<file path="src/rtl/tsq_pkg.sv">
package tsq_pkg;
  localparam int CMD_W  = 32;
  localparam int SW_LSB = 7;
  localparam int SW_MSB = 25;
  localparam int SW_W   = SW_MSB - SW_LSB + 1;
  localparam int RES_W  = 12;
  localparam int LANE_W = 16;
  localparam int WORD_W = 2 * LANE_W;

  typedef enum logic [1:0] {M_IDLE, M_SETTLE, M_FIRE, M_WAIT} meas_st_t;
  typedef enum logic [1:0] {S_IDLE, S_RUN, S_STORE} seq_st_t;
endpackage

</file>
<file path="src/rtl/tsq_cmd_queue.sv">
module tsq_cmd_queue #(
  parameter int DEPTH = 8,
  parameter int W     = 19,
  localparam int CW   = $clog2(DEPTH + 1),
  localparam int IW   = $clog2(DEPTH)
) (
  input  logic          clk,
  input  logic          rst_n,
  input  logic          clr,
  input  logic          wr_en,
  input  logic          wr_term,
  input  logic [W-1:0]  wr_data,
  input  logic [IW-1:0] rd_idx,
  output logic [W-1:0]  rd_data,
  output logic [CW-1:0] count,
  output logic          closed,
  output logic          overflow
);
  logic [W-1:0] mem [DEPTH];
  logic         full;
  logic         append;

  assign full    = (count == CW'(DEPTH));
  assign append  = wr_en && !wr_term && !closed && !full;
  assign rd_data = mem[rd_idx];

  always_ff @(posedge clk or negedge rst_n) begin
    if (!rst_n) begin
      count    <= '0;
      closed   <= 1'b0;
      overflow <= 1'b0;
    end else if (clr) begin
      count    <= '0;
      closed   <= 1'b0;
      overflow <= 1'b0;
    end else if (wr_en) begin
      if (wr_term)       closed   <= 1'b1;
      else if (append)   count    <= count + CW'(1);
      else if (!closed)  overflow <= 1'b1;
    end
  end

  always_ff @(posedge clk or negedge rst_n) begin
    if (!rst_n) begin
      for (int e = 0; e < DEPTH; e++) mem[e] <= '0;
    end else if (append) begin
      mem[count[IW-1:0]] <= wr_data;
    end
  end
endmodule

</file>
<file path="src/rtl/tsq_meas_timer.sv">
module tsq_meas_timer
  import tsq_pkg::*;
#(
  parameter int CNT_W = 16,
  parameter int DW    = 12
) (
  input  logic             clk,
  input  logic             rst_n,
  input  logic             go,
  input  logic             abort,
  input  logic             tick,
  input  logic [CNT_W-1:0] settle_lim,
  input  logic [CNT_W-1:0] same_lim,
  output logic             conv_start,
  input  logic             conv_done,
  input  logic [DW-1:0]    conv_data,
  output logic             done,
  output logic [DW-1:0]    result
);
  meas_st_t         st;
  logic [CNT_W-1:0] scnt;
  logic [CNT_W-1:0] mcnt;
  logic [CNT_W-1:0] next_m;
  logic [CNT_W-1:0] same_eff;
  logic [DW-1:0]    lastv;
  logic             have;

  assign conv_start = (st == M_FIRE);
  assign same_eff   = (same_lim == '0) ? CNT_W'(1) : same_lim;
  assign next_m     = (have && conv_data == lastv) ? mcnt + CNT_W'(1) : CNT_W'(1);

  always_ff @(posedge clk or negedge rst_n) begin
    if (!rst_n) begin
      st     <= M_IDLE;
      scnt   <= '0;
      mcnt   <= '0;
      lastv  <= '0;
      have   <= 1'b0;
      done   <= 1'b0;
      result <= '0;
    end else begin
      done <= 1'b0;
      if (abort) begin
        st <= M_IDLE;
      end else begin
        case (st)
          M_IDLE: if (go) begin
            st   <= M_SETTLE;
            scnt <= '0;
            mcnt <= '0;
            have <= 1'b0;
          end
          M_SETTLE: begin
            if (scnt >= settle_lim) st <= M_FIRE;
            else if (tick)          scnt <= scnt + CNT_W'(1);
          end
          M_FIRE: st <= M_WAIT;
          M_WAIT: if (conv_done) begin
            mcnt  <= next_m;
            lastv <= conv_data;
            have  <= 1'b1;
            if (next_m >= same_eff) begin
              done   <= 1'b1;
              result <= conv_data;
              st     <= M_IDLE;
            end else begin
              st <= M_FIRE;
            end
          end
          default: st <= M_IDLE;
        endcase
      end
    end
  end
endmodule

</file>
<file path="src/rtl/tsq_result_fifo.sv">
module tsq_result_fifo #(
  parameter int DEPTH = 4,
  parameter int W     = 32,
  localparam int PW   = (DEPTH > 1) ? $clog2(DEPTH) : 1,
  localparam int CW   = $clog2(DEPTH + 1)
) (
  input  logic         clk,
  input  logic         rst_n,
  input  logic         push,
  input  logic [W-1:0] push_data,
  output logic         full,
  output logic         out_valid,
  input  logic         out_ready,
  output logic [W-1:0] out_data
);
  logic [W-1:0]  mem [DEPTH];
  logic [PW-1:0] wptr, rptr;
  logic [CW-1:0] cnt;
  logic          do_pop, do_push;

  assign full      = (cnt == CW'(DEPTH));
  assign out_valid = (cnt != '0);
  assign out_data  = mem[rptr];
  assign do_pop    = out_valid && out_ready;
  assign do_push   = push && !full;

  function automatic logic [PW-1:0] bump(input logic [PW-1:0] p);
    return (p == PW'(DEPTH - 1)) ? '0 : p + PW'(1);
  endfunction

  always_ff @(posedge clk or negedge rst_n) begin
    if (!rst_n) begin
      wptr <= '0;
      rptr <= '0;
      cnt  <= '0;
      for (int i = 0; i < DEPTH; i++) mem[i] <= '0;
    end else begin
      if (do_push) begin
        mem[wptr] <= push_data;
        wptr      <= bump(wptr);
      end
      if (do_pop) rptr <= bump(rptr);
      case ({do_push, do_pop})
        2'b10:   cnt <= cnt + CW'(1);
        2'b01:   cnt <= cnt - CW'(1);
        default: cnt <= cnt;
      endcase
    end
  end
endmodule

</file>
<file path="src/rtl/tsq_touch_seq.sv">
module tsq_touch_seq
  import tsq_pkg::*;
#(
  parameter int QDEPTH = 8,
  parameter int CNT_W  = 16,
  localparam int CW    = $clog2(QDEPTH + 1),
  localparam int IW    = $clog2(QDEPTH),
  localparam int RDEPTH = (QDEPTH + 1) / 2
) (
  input  logic              clk,
  input  logic              rst_n,
  input  logic              cfg_cmd_sel,
  input  logic              eng_start,
  input  logic              cmd_rd,
  input  logic              cmd_valid,
  output logic              cmd_ready,
  input  logic [CMD_W-1:0]  cmd_data,
  input  logic [CNT_W-1:0]  settle_lim,
  input  logic [CNT_W-1:0]  same_lim,
  input  logic              tick_10us,
  output logic              conv_start,
  output logic [SW_W-1:0]   conv_sw,
  input  logic              conv_done,
  input  logic [RES_W-1:0]  conv_data,
  output logic              res_valid,
  input  logic              res_ready,
  output logic [WORD_W-1:0] res_data,
  output logic              busy,
  output logic              touch_rdy,
  output logic              overflow
);
  seq_st_t          st;
  logic [CW-1:0]    idx;
  logic [CW-1:0]    q_count;
  logic             q_closed;
  logic [SW_W-1:0]  q_sw;
  logic             go;
  logic             m_done;
  logic [RES_W-1:0] m_res;
  logic [RES_W-1:0] lo, hi;
  logic             f_full;
  logic             push;
  logic             start_ok;
  logic             last;
  logic             abort;
  logic [LANE_W-1:0] lo_lane, hi_lane;

  assign busy      = (st != S_IDLE);
  assign cmd_ready = !busy;
  assign abort     = busy && !cfg_cmd_sel;
  assign start_ok  = eng_start && cfg_cmd_sel && q_closed && (q_count != '0) && !busy;
  assign last      = ((idx + CW'(1)) == q_count);
  assign push      = (st == S_STORE) && cfg_cmd_sel && !f_full;
  assign conv_sw   = busy ? q_sw : '0;

  generate
    if (LANE_W > RES_W) begin : g_pad
      assign lo_lane = {{(LANE_W-RES_W){1'b0}}, lo};
      assign hi_lane = {{(LANE_W-RES_W){1'b0}}, hi};
    end else begin : g_nopad
      assign lo_lane = lo[LANE_W-1:0];
      assign hi_lane = hi[LANE_W-1:0];
    end
  endgenerate

  tsq_cmd_queue #(.DEPTH(QDEPTH), .W(SW_W)) u_queue (
    .clk      (clk),
    .rst_n    (rst_n),
    .clr      (cmd_rd && !busy),
    .wr_en    (cmd_valid && cmd_ready),
    .wr_term  (cmd_data == '0),
    .wr_data  (cmd_data[SW_MSB:SW_LSB]),
    .rd_idx   (idx[IW-1:0]),
    .rd_data  (q_sw),
    .count    (q_count),
    .closed   (q_closed),
    .overflow (overflow)
  );

  tsq_meas_timer #(.CNT_W(CNT_W), .DW(RES_W)) u_timer (
    .clk        (clk),
    .rst_n      (rst_n),
    .go         (go),
    .abort      (abort),
    .tick       (tick_10us),
    .settle_lim (settle_lim),
    .same_lim   (same_lim),
    .conv_start (conv_start),
    .conv_done  (conv_done),
    .conv_data  (conv_data),
    .done       (m_done),
    .result     (m_res)
  );

  tsq_result_fifo #(.DEPTH(RDEPTH), .W(WORD_W)) u_res (
    .clk       (clk),
    .rst_n     (rst_n),
    .push      (push),
    .push_data ({hi_lane, lo_lane}),
    .full      (f_full),
    .out_valid (res_valid),
    .out_ready (res_ready),
    .out_data  (res_data)
  );

  always_ff @(posedge clk or negedge rst_n) begin
    if (!rst_n) begin
      st        <= S_IDLE;
      idx       <= '0;
      go        <= 1'b0;
      lo        <= '0;
      hi        <= '0;
      touch_rdy <= 1'b0;
    end else begin
      go <= 1'b0;
      case (st)
        S_IDLE: if (start_ok) begin
          st        <= S_RUN;
          idx       <= '0;
          go        <= 1'b1;
          touch_rdy <= 1'b0;
        end
        S_RUN: begin
          if (!cfg_cmd_sel) begin
            st <= S_IDLE;
          end else if (m_done) begin
            if (!idx[0]) begin
              lo <= m_res;
              if (last) begin
                hi <= '0;
                st <= S_STORE;
              end else begin
                idx <= idx + CW'(1);
                go  <= 1'b1;
              end
            end else begin
              hi <= m_res;
              st <= S_STORE;
            end
          end
        end
        S_STORE: begin
          if (!cfg_cmd_sel) begin
            st <= S_IDLE;
          end else if (!f_full) begin
            if (last) begin
              st        <= S_IDLE;
              touch_rdy <= 1'b1;
            end else begin
              idx <= idx + CW'(1);
              go  <= 1'b1;
              st  <= S_RUN;
            end
          end
        end
        default: st <= S_IDLE;
      endcase
    end
  end
endmodule

</file>
<file path="config.mk">
export PLATFORM = sky130hd
export DESIGN_NAME = tsq_touch_seq
export DESIGN_NICKNAME = d
export VERILOG_FILES = /design/src/rtl/tsq_pkg.sv /design/src/rtl/tsq_cmd_queue.sv /design/src/rtl/tsq_meas_timer.sv /design/src/rtl/tsq_result_fifo.sv /design/src/rtl/tsq_touch_seq.sv
export SDC_FILE = /design/constraint.sdc
export NUM_CORES = 1
export LEC_CHECK = 0
export BUFFER_PORTS_ARGS = -buffer_cell sky130_fd_sc_hd__buf_2
export CAP_MARGIN = 25
export CORE_MARGIN = 4
export CORE_UTILIZATION = 42
export CTS_CLUSTER_SIZE = 16
export DETAILED_ROUTE_END_ITERATION = 7
export REMOVE_ABC_BUFFERS = 1
export SLEW_MARGIN = 10
export SYNTH_ARGS = -nofsm -noshare
export SYNTH_HDL_FRONTEND = slang
export SYNTH_SLANG_ARGS = --single-unit
</file>
<file path="constraint.sdc">
create_clock -name clk -period 6.9 [get_ports clk]
set_clock_uncertainty 0.2 [all_clocks]
set_input_delay 1.035 -clock clk [delete_from_list [all_inputs] [get_ports clk]]
set_output_delay 1.035 -clock clk [all_outputs]
set_load 0.05 [all_outputs]
</file>
After elaboration in Yosys (flattened, before gate mapping)

Cells that the tools add are included.

Shift operators: 0
Div/mod/pow operators: 0
Reduce and logical (&&, ||, !) cells: 53
Mux-type cells: 82
$lt $le $gt $ge: 8
Bitwise gates (word level): 6
Add/subtract/negate cells: 8
Equal/unequal tests: 35
Multipliers: 0

Operators with widths:

| kind                                                             | count |
|---|---|
| 152-bit bitwise mux                                              | 1 |
| 128-bit bitwise mux                                              | 1 |
| 16-bit 2-to-1 mux                                                | 6 |
| 32-bit 2-to-1 mux                                                | 3 |
| 19-bit 2-to-1 mux                                                | 4 |
| 32-bit binary-select mux with 2-bit select                       | 1 |
| 32-bit demux with 2-bit select                                   | 1 |
| 16-bit case mux with 2 select lines                              | 2 |
| 19-bit binary-select mux with 3-bit select                       | 1 |
| 19-bit demux with 3-bit select                                   | 1 |
| 4-bit 2-to-1 mux                                                 | 12 |
| 16-bit by 1-bit adder with 16-bit output (second input constant) | 2 |
| 16-bit greater-or-equal comparator                               | 2 |
| 32-bit logical NOT                                               | 1 |
| 2-bit 2-to-1 mux                                                 | 14 |
| 1-bit 2-to-1 mux                                                 | 26 |
| 12-bit 2-to-1 mux                                                | 2 |
| 2-bit inequality test (second input constant)                    | 12 |
| 4-bit AND reduction                                              | 6 |
| 2-bit nonzero test                                               | 9 |
| 1-bit logical AND                                                | 17 |
| 16-bit logical NOT                                               | 1 |
| 12-bit == test                                                   | 1 |
| 2-bit == test (second input constant)                            | 6 |
| other kinds (34)                                                 | 60 |

Memory bits (writable): 0
Word-level logic and storage cells: 224
Bits in registers: 385
Bits in latches: 0
Bits in read-only memories: 0
Memories kept: 0

Depth between registers and ports, before layout

Word-level depth: 10
Gate-level depth with buffers: 15
Mapped depth without buffers: 15

Modules after synthesis

A second synthesis with hierarchy kept.

Cell total of the unflattened synthesis: 1,376
Area total of the unflattened synthesis: 18,815.5 um^2

By module, submodules not included:

| module          | area each (um^2) | times used | cells each |
|---|---|---|---|
| tsq_cmd_queue   | 7,156.9          | 1          | 428 |
| tsq_result_fifo | 5,987.0          | 1          | 351 |
| tsq_meas_timer  | 3,809.9          | 1          | 420 |
| tsq_touch_seq   | 1,861.8          | 1          | 177 |

Least setup slack after synthesis

Ideal clock, no wire load.

Path kind: input-to-reg
Start point: input conv_data[3]
End point: register u_timer.result[10]
Library setup time: 125 ps
Stages: 14
Setup slack: 2,579 ps
Data arrival time: 3,996 ps
Required time: 6,575 ps
Cell sequence: xnor2_1 -> nand4_1 -> or4_1 -> clkbuf_1 -> buf_1 -> nor2_1 -> ha_1 -> a21oi_1 -> nor2_1 -> a211oi_1 -> o21ai_0 -> o21bai_1 -> clkbuf_1 -> mux2_2

Word-level cells in the longest chain between the ends: 5

RTL lines:

| element                            | line                 | RTL |
|---|---|---|
| start, declared                    | tsq_touch_seq.sv:24  | `input logic [RES_W-1:0] conv_data,` |
| 12-bit == test                     | tsq_meas_timer.sv:30 | `assign next_m = (have && conv_data == lastv) ? mcnt + CNT_W'(1) : CNT_W'(1);` |
| 1-bit logical AND                  | tsq_meas_timer.sv:30 |  |
| 16-bit 2-to-1 mux                  | tsq_meas_timer.sv:30 |  |
| 16-bit greater-or-equal comparator | tsq_meas_timer.sv:62 | `if (next_m >= same_eff) begin` |
| 4-bit AND reduction (no line)      | --                   |  |
| end signal, assigned               | tsq_meas_timer.sv:64 | `result <= conv_data;` |
| end, declared                      | tsq_meas_timer.sv:18 | `output logic [DW-1:0] result` |

Every way passes these cells.
A chain may end at the register's enable or synchronous reset.

Worst setup path after layout

Start point: input conv_data[0]
End point: register u_timer.result[9]

The elaborated chain is that of the path after synthesis.

==> flow_metrics.tcl <==
set metrics [dict create \
    grt_pass1_vias 11286 \
    antenna_found_initial 1 \
    die_w_um 210.5 \
    synth_fa_ha_area_frac 0.03822 \
    cts_buffers 39 \
    grt_start_max_net_pins 126 \
    setup_viol 0 \
    final_cell_mix "dfrtp_1, mux2_2, buf_2" \
    cts_setup_buffers 0 \
    portBuffers 133 \
    crit_slowest_cell "or4_1" \
    worstSetupPathType "input pin to flip-flop" \
    leakage_nw 9.494 \
    swShare 0.2587 \
    grt_usage 0.1774 \
    yosys_most_used_dff "dfrtp_1" \
    period_minus_slack_ps 4382 \
    yosysUniqueCellTypes 60 \
    viasPerCell 5.444 \
    hpwlAfterDp_um 24930 \
    area_growth_syn_to_layout_pct 14.77 \
    min_period_over_period 0.6351 \
    vias 10751 \
    wl_um 39090 \
    ant_nets 0 \
    required_ps 7120 \
    synthSimpleGateAreaFrac 0.06735 \
    reg2reg_slack_ps 2730 \
    drt-met1-wl_um 17650 \
    start_util 0.4295 \
    rr_worst_depth 12 \
    overflow 0 \
    p_int_w 0.004047 \
    clock-sinks 353 \
    final-hold-violation-count 0 \
    wire_per_inst_um 19.79 \
    cp-start-kind "input pin" \
    antenna_cells 0 \
    setup_tns_ps 0 \
    synth_top_family_by_area "multiplexers" \
    final_common_cell "dfrtp_1" \
    synthCells 1290 \
    worstHoldPathType "flip-flop to flip-flop" \
    ys_ff_latch 353 \
    crit_chain "buf_2, xnor2_1, nand3_1, or4_1, nor2_1, ha_1, a211oi_1, o21ai_0, a41oi_1, nor4_1, o21bai_1, buf_4, mux2_2" \
    nets 1559 \
    clkSlewWorstSetupHoldPaths_ps 60 \
    rsz0062_at_grt "no" \
    hold_start "u_queue.mem[27]" \
    path_buf_inv 2 \
    first_iter_violations 449 \
    max_freq_mhz 228.2 \
    clkPwrFrac 0.385 \
    end_kind "flip-flop" \
    ir_drop_mv 0.1741 \
    h-tree-depth 2 \
    clock_latency_ps 530 \
    async_flop_share 1.000 \
    hold_depth 1 \
    layoutNonFillerInstCount 1975 \
    drv_slew 0 \
    max-clock-path-buffers 3 \
    rr_endpoint "u_timer.result[9]" \
    globalplace.congestion 0.7796 \
    syn_avg_cell_area_um2 13.35 \
    outcome "completed" \
    remaining_drc_errors 0 \
    pin_count 142 \
    cp-startpoint "conv_data[0]" \
    synth.area.mux_share 0.2833 \
    row_count 73 \
    relSlewSlack 0.3350 \
    core_um2 40100 \
    drive_gt1_frac 0.3993 \
    die_height_um 210.5 \
    yosys_warnings 0 \
    synth_edf_count 0 \
    worst-path-max-fanout 18 \
    drtPass1Iterations 5 \
    dp.cells 1905 \
    synth_xor_area_frac 0.01984 \
    seq_area_frac_synth 0.5130 \
    net-switching-power_w 0.001412 \
    ctsResizeCount 0 \
    hold_end "u_queue.mem[27]" \
    dr_wl_met2_um 19350 \
    netlist_area_um2 17220 \
    worstMarginPinSlew_ps 997.5 \
    p_seq_frac 0.455 \
    crit_family "simple AND/OR/NAND/NOR gates" \
    grt_pass1_wl_um 63030 \
    ctsHoldBuffers 0 \
    maxUsedRoutingLayer "met5" \
    worstPathArrival_ps 4600 \
    synth_compound_area_frac 0.04737 \
    max_stage_delay_ps 920 \
    drv_cap 0 \
    die-area_um2 44300 \
    p_comb_frac 0.160 \
    powerDensity_nw_per_um2 276.2 \
    r2r-start "u_timer.lastv[0]" \
    clockRootBuffer "clkbuf_16" \
    wl_met3_um 1434 \
    cts_tree "done" \
]
-- per-layer routing --
layer	GRT usage	vias to the layer above
li1	-	4979
met1	0.2460	5538
met5	0	-
met2	0.2975	186
met3	0.02843	46
met4	0.04069	2
-- through the flow --
stage          power [W]  setup WS [ps]  hold WS (ps)  utilization  area [µm²]
3_3_place_gp    0.003363           1956         264.7       0.4585       18390
4_1_cts         0.005529           2459         290.2       0.4922       19740
2_1_floorplan   0.003118           2531         246.9            -       16920
6_report        0.005459           2518         287.5       0.4929       19760
5_1_grt         0.005723           2282         308.9       0.4929       19760
3_5_place_dp    0.003396           1923         276.9       0.4595       18420
-- cell type report --
| type | instances | area (µm²) |
|---|---|---|
| inverters | 53 | 198.9 |
| multi-input cells | 823 | 7884 |
| clock buffers | 54 | 1164 |
| well taps | 525 | 656.9 |
| flip-flops and latches | 353 | 8837 |
| clock inverters | 15 | 148.9 |
| repair buffers | 152 | 874.6 |
| fillers | 3470 | 20330 |
-- power by group through the flow --
stage               Combinational [W]  Clock (W)  Sequential (W)
global placement             0.000856          0         0.00251
CTS                          0.000881    0.00216         0.00248
floorplan                    0.000645          0         0.00247
detailed placement           0.000877          0         0.00252
global route                 0.000968    0.00224         0.00252
finish                       0.000872    0.00210         0.00249
-- flip-flops by register name (all words and copies together), names as in the netlist, 3 cells and up --
register and flops:
u_queue.count 4, u_res.mem 96, u_timer.result 12, u_res.cnt 3, u_queue.mem 152, hi 12, idx 4, u_timer.lastv 12
u_timer.mcnt 16, u_timer.scnt 16, lo 12
-- cell usage after synthesis (12+ instances only) --
cell type,number,area (µm²)
a21oi_1,20,100.1
a22o_1,26,227.7
clkbuf_1,36,135.1
dfrtp_1,353,8833
ha_1,51,638.1
inv_1,53,198.9
mux2_2,286,3221
mux2i_1,25,250.2
mux4_2,62,1396
nand2_1,53,198.9
nand3_1,22,110.1
nand4_1,15,93.84
nor2_1,71,266.5
nor3_1,12,60.06
nor4_1,13,81.33
o21ai_0,23,115.1
xnor2_1,23,201.4
xor2_1,16,140.1
-- worst max-delay path by stage --
stage	endpoint	cells after the start
2_1_floorplan	u_timer.result[0]	11
3_3_place_gp	u_timer.result[7]	13
3_5_place_dp	u_timer.result[6]	13
4_1_cts	u_timer.result[9]	13
5_1_grt	u_timer.result[4]	13
6_report	u_timer.result[9]	13
-- cell families after synthesis --
| group | count (synthesis) |
|---|---|
| compound gates | 116 |
| xor+xnor | 39 |
| fa+ha+maj | 52 |
| buf+inv | 121 |
| flops | 353 |
| mux | 374 |
| other cells | 1 |
| simple gates | 234 |
Note: power is estimated with default switching activity, not from simulation.
